<file path="src/rtl/dma_rqe_pkg.sv">
`timescale 1ns/1ps
package dma_rqe_pkg;
    localparam int unsigned NCH_DEF    = 16;
    localparam int unsigned ADDR_W_DEF = 8;
    localparam int unsigned DATA_W_DEF = 32;

    localparam logic [ADDR_W_DEF-1:0] ADDR_REQEN = 8'h0C;
    localparam logic [ADDR_W_DEF-1:0] ADDR_ERRIE = 8'h14;

    typedef enum logic [1:0] {
        SEL_NONE  = 2'd0,
        SEL_REQEN = 2'd1,
        SEL_ERRIE = 2'd2
    } reg_sel_e;

    function automatic reg_sel_e decode_addr(input logic [ADDR_W_DEF-1:0] a);
        unique case (a)
            ADDR_REQEN: return SEL_REQEN;
            ADDR_ERRIE: return SEL_ERRIE;
            default:    return SEL_NONE;
        endcase
    endfunction
endpackage

</file>
<file path="src/rtl/dma_rqe_decode.sv">
`timescale 1ns/1ps
module dma_rqe_decode
    import dma_rqe_pkg::*;
#(
    parameter int unsigned NCH    = NCH_DEF,
    parameter int unsigned DATA_W = DATA_W_DEF
) (
    input  logic                  wr_en,
    input  logic [ADDR_W_DEF-1:0] wr_addr,
    input  logic [ADDR_W_DEF-1:0] rd_addr,
    input  logic [NCH-1:0]        req_en,
    input  logic [NCH-1:0]        eie,
    output logic                  wr_reqen,
    output logic                  wr_errie,
    output logic [DATA_W-1:0]     rd_data
);
    localparam int unsigned PAD_W = DATA_W - NCH;

    reg_sel_e wsel;
    reg_sel_e rsel;

    always_comb begin
        wsel     = decode_addr(wr_addr);
        wr_reqen = wr_en && (wsel == SEL_REQEN);
        wr_errie = wr_en && (wsel == SEL_ERRIE);
    end

    always_comb begin
        rsel = decode_addr(rd_addr);
        unique case (rsel)
            SEL_REQEN: rd_data = {{PAD_W{1'b0}}, req_en};
            SEL_ERRIE: rd_data = {{PAD_W{1'b0}}, eie};
            default:   rd_data = '0;
        endcase
    end
endmodule

</file>
<file path="src/rtl/dma_rqe_reqbank.sv">
`timescale 1ns/1ps
module dma_rqe_reqbank #(
    parameter int unsigned NCH = 16
) (
    input  logic           clk,
    input  logic           rst_n,
    input  logic           wr_reqen,
    input  logic [NCH-1:0] wr_bits,
    input  logic [NCH-1:0] major_done,
    input  logic [NCH-1:0] dis_req,
    input  logic [NCH-1:0] hw_req,
    output logic [NCH-1:0] req_en,
    output logic [NCH-1:0] req_out
);
    for (genvar g = 0; g < NCH; g++) begin : g_ch
        logic auto_clr;
        assign auto_clr = major_done[g] & dis_req[g];

        always_ff @(posedge clk or negedge rst_n) begin
            if (!rst_n) begin
                req_en[g] <= 1'b0;
            end else if (auto_clr) begin
                req_en[g] <= 1'b0;
            end else if (wr_reqen) begin
                req_en[g] <= wr_bits[g];
            end
        end

        assign req_out[g] = hw_req[g] & req_en[g];
    end
endmodule

</file>
<file path="src/rtl/dma_rqe_eiebank.sv">
`timescale 1ns/1ps
module dma_rqe_eiebank #(
    parameter int unsigned NCH  = 16,
    parameter int unsigned CH_W = $clog2(NCH)
) (
    input  logic            clk,
    input  logic            rst_n,
    input  logic            wr_errie,
    input  logic [NCH-1:0]  wr_bits,
    input  logic            set_vld,
    input  logic [CH_W-1:0] set_ch,
    input  logic            clr_vld,
    input  logic [CH_W-1:0] clr_ch,
    input  logic [NCH-1:0]  err_flag,
    output logic [NCH-1:0]  eie,
    output logic [NCH-1:0]  err_irq
);
    for (genvar g = 0; g < NCH; g++) begin : g_ch
        logic set_hit;
        logic clr_hit;
        assign set_hit = set_vld && (set_ch == CH_W'(g));
        assign clr_hit = clr_vld && (clr_ch == CH_W'(g));

        always_ff @(posedge clk or negedge rst_n) begin
            if (!rst_n) begin
                eie[g] <= 1'b0;
            end else if (clr_hit) begin
                eie[g] <= 1'b0;
            end else if (set_hit) begin
                eie[g] <= 1'b1;
            end else if (wr_errie) begin
                eie[g] <= wr_bits[g];
            end
        end

        assign err_irq[g] = err_flag[g] & eie[g];
    end
endmodule

</file>
<file path="src/rtl/dma_rqe_ctrl.sv">
`timescale 1ns/1ps
module dma_rqe_ctrl
    import dma_rqe_pkg::*;
#(
    parameter int unsigned NCH    = NCH_DEF,
    parameter int unsigned DATA_W = DATA_W_DEF,
    parameter int unsigned CH_W   = $clog2(NCH)
) (
    input  logic                  clk,
    input  logic                  rst_n,
    input  logic                  bus_wr_en,
    input  logic [ADDR_W_DEF-1:0] bus_wr_addr,
    input  logic [DATA_W-1:0]     bus_wr_data,
    input  logic [ADDR_W_DEF-1:0] bus_rd_addr,
    output logic [DATA_W-1:0]     bus_rd_data,
    input  logic                  eie_set_vld,
    input  logic [CH_W-1:0]       eie_set_ch,
    input  logic                  eie_clr_vld,
    input  logic [CH_W-1:0]       eie_clr_ch,
    input  logic [NCH-1:0]        hw_req,
    input  logic [NCH-1:0]        major_done,
    input  logic [NCH-1:0]        dis_req,
    input  logic [NCH-1:0]        err_flag,
    output logic [NCH-1:0]        req_out,
    output logic [NCH-1:0]        err_irq
);
    logic           wr_reqen;
    logic           wr_errie;
    logic [NCH-1:0] req_en;
    logic [NCH-1:0] eie;
    logic [NCH-1:0] wr_bits;

    assign wr_bits = bus_wr_data[NCH-1:0];

    dma_rqe_decode #(.NCH(NCH), .DATA_W(DATA_W)) u_decode (
        .wr_en    (bus_wr_en),
        .wr_addr  (bus_wr_addr),
        .rd_addr  (bus_rd_addr),
        .req_en   (req_en),
        .eie      (eie),
        .wr_reqen (wr_reqen),
        .wr_errie (wr_errie),
        .rd_data  (bus_rd_data)
    );

    dma_rqe_reqbank #(.NCH(NCH)) u_reqbank (
        .clk        (clk),
        .rst_n      (rst_n),
        .wr_reqen   (wr_reqen),
        .wr_bits    (wr_bits),
        .major_done (major_done),
        .dis_req    (dis_req),
        .hw_req     (hw_req),
        .req_en     (req_en),
        .req_out    (req_out)
    );

    dma_rqe_eiebank #(.NCH(NCH), .CH_W(CH_W)) u_eiebank (
        .clk      (clk),
        .rst_n    (rst_n),
        .wr_errie (wr_errie),
        .wr_bits  (wr_bits),
        .set_vld  (eie_set_vld),
        .set_ch   (eie_set_ch),
        .clr_vld  (eie_clr_vld),
        .clr_ch   (eie_clr_ch),
        .err_flag (err_flag),
        .eie      (eie),
        .err_irq  (err_irq)
    );
endmodule

</file>
<file path="config.mk">
export PLATFORM = sky130hd
export DESIGN_NAME = dma_rqe_ctrl
export DESIGN_NICKNAME = d
export VERILOG_FILES = /design/src/rtl/dma_rqe_pkg.sv /design/src/rtl/dma_rqe_decode.sv /design/src/rtl/dma_rqe_reqbank.sv /design/src/rtl/dma_rqe_eiebank.sv /design/src/rtl/dma_rqe_ctrl.sv
export SDC_FILE = /design/constraint.sdc
export NUM_CORES = 1
export LEC_CHECK = 0
export BUFFER_PORTS_ARGS = -buffer_cell sky130_fd_sc_hd__buf_2
export CORE_MARGIN = 4
export CORE_UTILIZATION = 35
export DETAILED_ROUTE_END_ITERATION = 16
export PLACE_DENSITY = 0.74
export SKIP_LAST_GASP = 1
export SYNTH_ARGS = -nofsm -noshare
export SYNTH_HDL_FRONTEND = slang
export SYNTH_SLANG_ARGS = --single-unit
</file>
<file path="constraint.sdc">
create_clock -name clk -period 3.7 [get_ports clk]
set_clock_uncertainty 0.1 [all_clocks]
set_input_delay 0.555 -clock clk [delete_from_list [all_inputs] [get_ports clk]]
set_output_delay 0.555 -clock clk [all_outputs]
set_load 0.005 [all_outputs]
</file>
Word level (Yosys, flattened, before mapping)
Index checks and enable logic that the tools add are counted.
W data, S select, Z words.

operators by class
  bitwise gates (word level) = 48
  equality and inequality tests = 38
  reduce and logical (&&, ||, !) cells = 68
  mux-type cells = 83

operator list
  kind                  count
  $mux W1               80
  $eq A4 B4 Y1 const B  16
  $and A1 B1 Y1         48
  $reduce_bool A3 Y1    16
  $logic_and A1 B1 Y1   34
  $eq A4 B3 Y1 const B  8
  $pmux W16 S2          1
  $reduce_bool A2 Y1    16
  $eq A4 B2 Y1 const B  4
  $eq A8 B4 Y1 const B  2
  $eq A8 B5 Y1 const B  2
  $eq A4 B1 Y1 const B  2
  $logic_not A4 Y1      2
  $pmux W2 S2           2
  $eq A2 B1 Y1 const B  2
  $eq A2 B2 Y1 const B  2

storage, ports and cells
  register bits after elaboration = 32
  logic and storage cells = 269

Depth between registers and ports, before layout
Gate-level depths: netlist (run 1).

  word-level depth = 7
  gate-level depth with buffers = 9

By module
Synthesis (run 1) repeated with hierarchy kept, for this count alone.

second synthesis, totals
  cell total of the unflattened synthesis = 233
  area total of the unflattened synthesis = 2,252.2 um^2

modules (own cells, without submodules)
  module           area an instance (um^2)  cells an instance  seq. area each (um^2)  instances
  dma_rqe_eiebank  1,022.2                  99                 400.4                  1
  dma_rqe_reqbank  772.0                    66                 400.4                  1
  dma_rqe_decode   457.9                    68                 0.0                    1

Least setup slack after synthesis (run 1)
No wires, ideal clock.

  path kind = input -> output
  from = input bus_rd_addr[5]
  to = output bus_rd_data[0]
  path buffers = 2
  arrival = 2.100 ns
  cell stages on the path = 8
  required time = 3.045 ns
  setup slack = 0.945 ns
  path through = nor4b_1 -> nand2_1 -> nor3b_1 -> ha_1 -> clkbuf_1 -> clkbuf_1 -> a22oi_1 -> nor2_1

on the way
  cells in the longest elaborated chain, start to end = 4

ends and longest elaborated chain
  what                                                 RTL line              RTL
  start, declared                                      dma_rqe_ctrl.sv:14    input logic [ADDR_W_DEF-1:0] bus_rd_addr,
  $eq A8 B5 Y1 / $eq A8 B4 Y1 (equally long branches)  dma_rqe_pkg.sv:17     unique case (a)
  $pmux W2 S2 *                                        dma_rqe_pkg.sv:17
  $eq A2 B2 Y1 / $eq A2 B1 Y1 (equally long branches)  dma_rqe_decode.sv:30  unique case (rsel)
  $pmux W16 S2 *                                       dma_rqe_decode.sv:30
  end, declared                                        dma_rqe_ctrl.sv:15    output logic [DATA_W-1:0] bus_rd_data,

Mark *: on every way between the ends. The rest lies on a longest branch, timed or not.

Worst setup path in the final report (run 1)
  from = input bus_rd_addr[5]
  to = output bus_rd_data[11]

Same word-level chain as after synthesis.

==> run_results.csv, run 1 <==
group,metric,value,unit
synth,netlist_top_cells_count,"nor2_1, and2_1, dfrtp_1, nor3_1, buf_4",
cts,cts_tree,"built",
routing,detail_route.wl_per_cell,14.9,µm
worst_setup_path,worst_ep_required_time,3040,ps
place,hpwlAfterDp,5700,µm
synth,synth_enable_flop_cells,0,
timing,setup_tns,0,ps
place,io_buffers,156,
cts,clockBufferDepth,2,
layout,area_growth,38.0,%
power_and_ir_drop,finalPower,0.878,mW
routing,route.vias.total,2400,
layout,fin_util,50.6,%
floorplanning,num_rows,28,
timing,finalSetupViolCount,0,
layout,layout-drive-gt1-share,40.6,%
synth,synthTopCellsByArea,"dfrtp_1, and2_1, nor2_1",
worst_setup_path,endpoint_kind,"primary output",
synth,yosys.area.top_type_share,36.5,%
synth,synth.avg_cell_area,8.57,µm²
layout,finalNetCount,536,
cts,cts-buffers-inserted,5,
global_route,grt_max_degree,33,
power_and_ir_drop,pwr_density_cell,290,mW/mm²
worst_setup_path,cp_max_fo,9,
synth,synth_area_leader_cell,"dfrtp_1",
routing,ant_nets,0,
synth,synth-seq-area-share,36.5,%
cts,post_cts_buffers,0,
worst_setup_path,cp-start-kind,"input port",
synth,ys.warnings.count,0,
routing,vias_per_cell,4.96,
synth,synth-seq-cells,32,
timing,hold_viol,0,
worst_setup_path,worstSetupPathType,"in2out",
synth,synth_cells,256,
global_route,antenna_found_initial,0,
global_route,globalRouteOverflowTotal,0,
cts,cts_resized,0,
floorplanning,die_x,87.2,µm
layout,nFillCells,599,
floorplanning,io-pin-count,189,
routing,drt-initial-drc-count,111,
synth,async_flop_share,100,%
worst_setup_path,cp-startpoint,"bus_rd_addr[5]",
timing,final_max_slew_viol_count,0,
cts,h-tree-depth,2,
global_route,grt_pass1_vias,2395,
timing,worst_pin_slew,799,ps
power_and_ir_drop,peakVddDrop,0.000174,V
floorplanning,fp.dieH,87.2,µm
synth,ys_types,27,
global_route,grt_pass1_wl,11300,µm
worst_setup_path,rr_startpoint,"u_eiebank.eie[5]",
routing,finalWirelength,7230,µm
place,gp_congestion,0.868,
worst_setup_path,reg2reg_to,"u_eiebank.eie[5]",
cts,hold_buffers,0,
worst_setup_path,crit_arrival,2400,ps
synth,synth_most_common_cell,"nor2_1",
synth,synth_flop_cell,"dfrtp_1",
timing,relSlewSlack,46.5,%
worst_setup_path,rrSetupSlack,2750,ps
floorplanning,dieArea,0.00760,mm²
layout,diodes,0,
cts,clkTransAtPathRegs,60,ps
floorplanning,core_region_area,0.00599,mm²
outcome,status,"complete, no violations",
routing,route.detailed.drc,0,
global_route,grtUsageTotal,18.9,%
routing,drt_first_pass_iters,4,
worst_setup_path,rr_worst_depth,2,
hold_path,hp-class,"in2async",
timing,min_period,3060,ps
cts,numClockSinks,32,
power_and_ir_drop,p_leak,1.68,nW
synth,syn_area,0.00219,mm²
timing,fmax,327,MHz
floorplanning,initial_core_util,36.6,%
cts,clk_latency,280,ps
flow_run,max_cap_violations,0,
timing,period_share,82.7,%
cts,cts_root_buffer,"clkbuf_8",
timing,rsz0062_at_grt,"false",
logic make-up after synthesis:
family	Yosys count	synth area share, %
AND/OR/NAND/NOR	126	30.1
AO/OA/AOI/OAI	48	15.5
flip-flops	32	36.5
buffers and inverters	31	9.29
multiplexers	16	7.30
adder cells (fa/ha/maj)	2	1.14
other	1	0.171
registers in the layout, summed over array words and instances, names as in the netlist:
register,cells
u_reqbank.req_en,16
u_eiebank.eie,16
per-stage QoR:
step | cells | worst slack (ps) | instance area [µm²] | hold WS [ps]
after floorplan | 271 | 945 | 2250 | 159
after global placement | 477 | 620 | 2950 | 452
after detailed placement | 477 | 603 | 2950 | 477
after CTS | 484 | 594 | 3030 | 270
after global routing | 484 | 252 | 3030 | 305
final | 484 | 642 | 3030 | 242
layer usage:
metal  vias to the layer above  wire length [µm]  track usage (%)
li1                       1186                 -                -
met5                         -                 0                0
met3                         8               626             3.60
met2                       107              3650             32.6
met4                         0                78             5.44
met1                      1099              2870             24.0
critical path, stage by stage:
cell	delay, ps
buf_2	100
nor4b_1	370
nand2_1	90
nor3b_1	250
ha_1	460
buf_4	250
a22oi_1	80
nor2_1	120
buf_2	130
worst max path at each step:
stage,end
detailed placement,bus_rd_data[7]
global placement,bus_rd_data[7]
floorplan,bus_rd_data[0]
CTS,bus_rd_data[7]
global route,bus_rd_data[14]
finish,bus_rd_data[11]
report_power, final:
group / leakage [nW] / switching [mW] / internal, mW
clock network: 0.0410 / 0.124 / 0.128
logic: 1.23 / 0.0882 / 0.110
registers: 0.416 / 0.0364 / 0.392
layout by cell type (no fill, tap or decap):
cell type | netlist | routed
nand4b_2 | 1 | 1
inv_1 | 4 | 4
nor2_1 | 52 | 52
nor3_1 | 22 | 22
buf_4 | 17 | 2
clkbuf_1 | 5 | 1
nor4_1 | 1 | 1
mux2i_1 | 16 | 16
a21oi_1 | 16 | 16
nand2b_1 | 4 | 4
and2_1 | 33 | 33
nor2b_1 | 1 | 1
nand2_1 | 3 | 3
clkinv_2 | 0 | 1
a22oi_1 | 16 | 16
nand4b_1 | 2 | 2
a221oi_1 | 16 | 16
clkbuf_8 | 0 | 5
conb_1 | 1 | 16
dfrtp_1 | 32 | 32
buf_2 | 1 | 156
nor4b_1 | 1 | 1
nor4b_4 | 1 | 1
nor3b_1 | 2 | 2
ha_1 | 2 | 2
nand3_1 | 1 | 1
nand3b_1 | 2 | 2
cell type report:
cell class | instances | area, µm² | area share [%]
flip-flops and latches | 32 | 801 | 26.4
multi-input cells | 208 | 1250 | 41.1
inverters | 4 | 15.0 | 0.496
clock buffers | 6 | 72.6 | 2.40
repair buffers | 158 | 796 | 26.3
clock inverters | 1 | 5.00 | 0.165
well taps | 75 | 93.8 | 3.10
(Power assumes the default switching activity.)
==> inputs of run 2 (changes only) <==
Settings changed: ABC_AREA set to 1, PLACE_DENSITY 0.74 to 0.71.
Clock period 3.7 ns to 2.6 ns, I/O delays scaled along.
==> run_results.csv, run 2 <==
group,metric,value,unit
worst_setup_path,crit_slowest_cell,"ha_1",
synth,synth-seq-area-share,29.3,%
power_and_ir_drop,switchingPower,0.404,mW
power_and_ir_drop,pwr_density_cell,368,mW/mm²
worst_setup_path,endpoint_kind,"primary output",
layout,design_area,0.00365,mm²
hold_path,hp-class,"in2async",
layout,layout-drive-gt1-share,31.3,%
routing,vias_per_cell,4.70,
cts,cts-buffers-inserted,5,
routing,drt_first_pass_iters,4,
worst_setup_path,cp_max_fo,9,
synth,netlist_top_cells_count,"nand2_1, inv_1, nand3_1, dfrtp_1, nand4_1",
power_and_ir_drop,power.share.clock,31.3,%
worst_setup_path,worstSetupPathType,"in2out",
timing,hold_viol,0,
routing,met3WireLength,658,µm
timing,min_period,2380,ps
cts,cts_resized,0,
worst_setup_path,worst_ep_required_time,2110,ps
outcome,status,"complete, no violations",
layout,top_regs,"u_eiebank.eie x16, u_reqbank.req_en x16",
routing,route.vias.total,3270,
synth,synth_cells,441,
synth,ys.warnings.count,0,
layout,area_growth,33.6,%
synth,synth_enable_flop_cells,0,
cts,h-tree-depth,2,
worst_setup_path,critPathMaxStageDelay,300,ps
place,hpwlAfterDp,7110,µm
routing,dr_wl_met2,4410,µm
power_and_ir_drop,seqPwrFrac,45.5,%
routing,top_layer_used,"met4",
layout,stdcell_count,696,
layout,layout_common_cells,"nand2_1, buf_2, inv_1",
layout,fin_util,49.3,%
cts,hold_buffers,0,
timing,holdWs,63.1,ps
floorplanning,core_region_area,0.00741,mm²
timing,setup_tns,0,ps
timing,fin_ws,217,ps
place,gp_congestion,0.869,
place,io_buffers,156,
timing,final_max_slew_viol_count,0,
routing,drt-initial-drc-count,146,
floorplanning,io-pin-count,189,
layout,diodes,0,
synth,syn_area,0.00274,mm²
floorplanning,fp.dieH,96.4,µm
global_route,antenna_found_initial,0,
synth,synthTopCellsByArea,"dfrtp_1, nand2_1, inv_1",
synth,synth_area_leader_cell,"dfrtp_1",
timing,relSlewSlack,50.6,%
timing,finalSetupViolCount,0,
cts,numClockSinks,32,
floorplanning,initial_core_util,36.9,%
floorplanning,die_x,96.4,µm
synth,async_flop_share,100,%
worst_setup_path,cp-start-kind,"input port",
place,dpl_cell_area,0.00356,mm²
cts,clk_latency,280,ps
timing,worst_pin_slew,740,ps
timing,rsz0062_at_grt,"false",
global_route,grtUsageTotal,18.2,%
power_and_ir_drop,p_int,0.940,mW
cts,cts_root_buffer,"clkbuf_8",
cts,clkTransAtPathRegs,70,ps
synth,synth.avg_cell_area,6.20,µm²
flow_run,max_cap_violations,0,
routing,wirelength_met1,3490,µm
routing,ant_nets,0,
synth,ys_types,23,
routing,route.detailed.drc,0,
layout,finalNetCount,724,
worst_setup_path,crit_top_cell,"buf_2",
place,dp_slack,232,ps
cts,cts_tree,"built",
timing,fmax,420,MHz
worst_setup_path,crit_arrival,1890,ps
worst_setup_path,path_cells,"buf_2, or2_2, nor4_1, inv_1, ha_1, buf_4, a21oi_1, buf_2",
routing,detail_route.wl_per_cell,12.4,µm
routing,finalWirelength,8630,µm
global_route,grt_max_degree,33,
synth,yosys.area.top_type_share,29.3,%
cts,post_cts_buffers,0,
floorplanning,num_rows,31,
synth,synth-seq-cells,32,
power_and_ir_drop,peakVddDrop,0.000224,V
layout,mostFrequentLayoutCell,"nand2_1",
power_and_ir_drop,pwr-share-comb,23.2,%
power_and_ir_drop,finalPower,1.34,mW
global_route,globalRouteOverflowTotal,0,
power_and_ir_drop,p_leak,2.41,nW
global_route,grt_pass1_wl,13500,µm
power_and_ir_drop,sw_frac_of_total,30.1,%
cts,clockBufferDepth,2,
timing,period_share,91.6,%
floorplanning,dieArea,0.00929,mm²
place,dp.cells,689,
synth,synth_flop_cell,"dfrtp_1",
synth,synth_most_common_cell,"nand2_1",
global_route,grt_pass1_vias,3046,
## run 2: final timing paths
kind                                             end  cells past startpoint                 from  slack, ps
worst max register to register      u_eiebank.eie[8]                      2     u_eiebank.eie[8]       1830
worst max-delay path                 bus_rd_data[11]                      8       bus_rd_addr[5]        220
worst min-delay path            u_reqbank.req_en[15]                      1                rst_n         60
max in group asynchronous           u_eiebank.eie[8]                      1                rst_n       1870
min in group clk                u_reqbank.req_en[13]                      3      bus_wr_data[13]        260
worst min register to register   u_reqbank.req_en[1]                      2  u_reqbank.req_en[1]        440
## run 2: metal layers
layer	GRT usage, %	vias to the layer above
li1	-	1676
met1	22.3	1483
met2	33.6	102
met3	3.02	9
met4	3.62	0
met5	0	-
## run 2: cells by family after synthesis
group           Yosys count  synth area share [%]
fa+ha+maj                 2                 0.915
simple gates            268                  45.2
compound gates           32                  6.77
buf+inv                 106                  17.7
flops                    32                  29.3
other cells               1                 0.137
## run 2: worst max-delay path, delay by kind of cell
family | cells | cell delay, ps
AND/OR/NAND/NOR | 2 | 560
AO/OA/AOI/OAI | 1 | 130
buffers and inverters | 4 | 500
adder cells (fa/ha/maj) | 1 | 300
## run 2: power by group through the flow
| stage | Clock, mW | Combinational (mW) | Sequential, mW |
|---|---|---|---|
| finish | 0.421 | 0.312 | 0.611 |
| global route | 0.451 | 0.364 | 0.619 |
| CTS | 0.432 | 0.315 | 0.612 |
| detailed placement | 0 | 0.313 | 0.622 |
| global placement | 0 | 0.303 | 0.623 |
| floorplan | 0 | 0.178 | 0.602 |
## run 2: final cells by class
| cell class | count | area (µm²) |
|---|---|---|
| tap | 99 | 124 |
| fill | 785 | 3750 |
| clock buffer | 7 | 96.3 |
| timing repair buffer | 164 | 841 |
| inverter | 76 | 285 |
| multi-input combinational | 318 | 1510 |
| sequential | 32 | 801 |
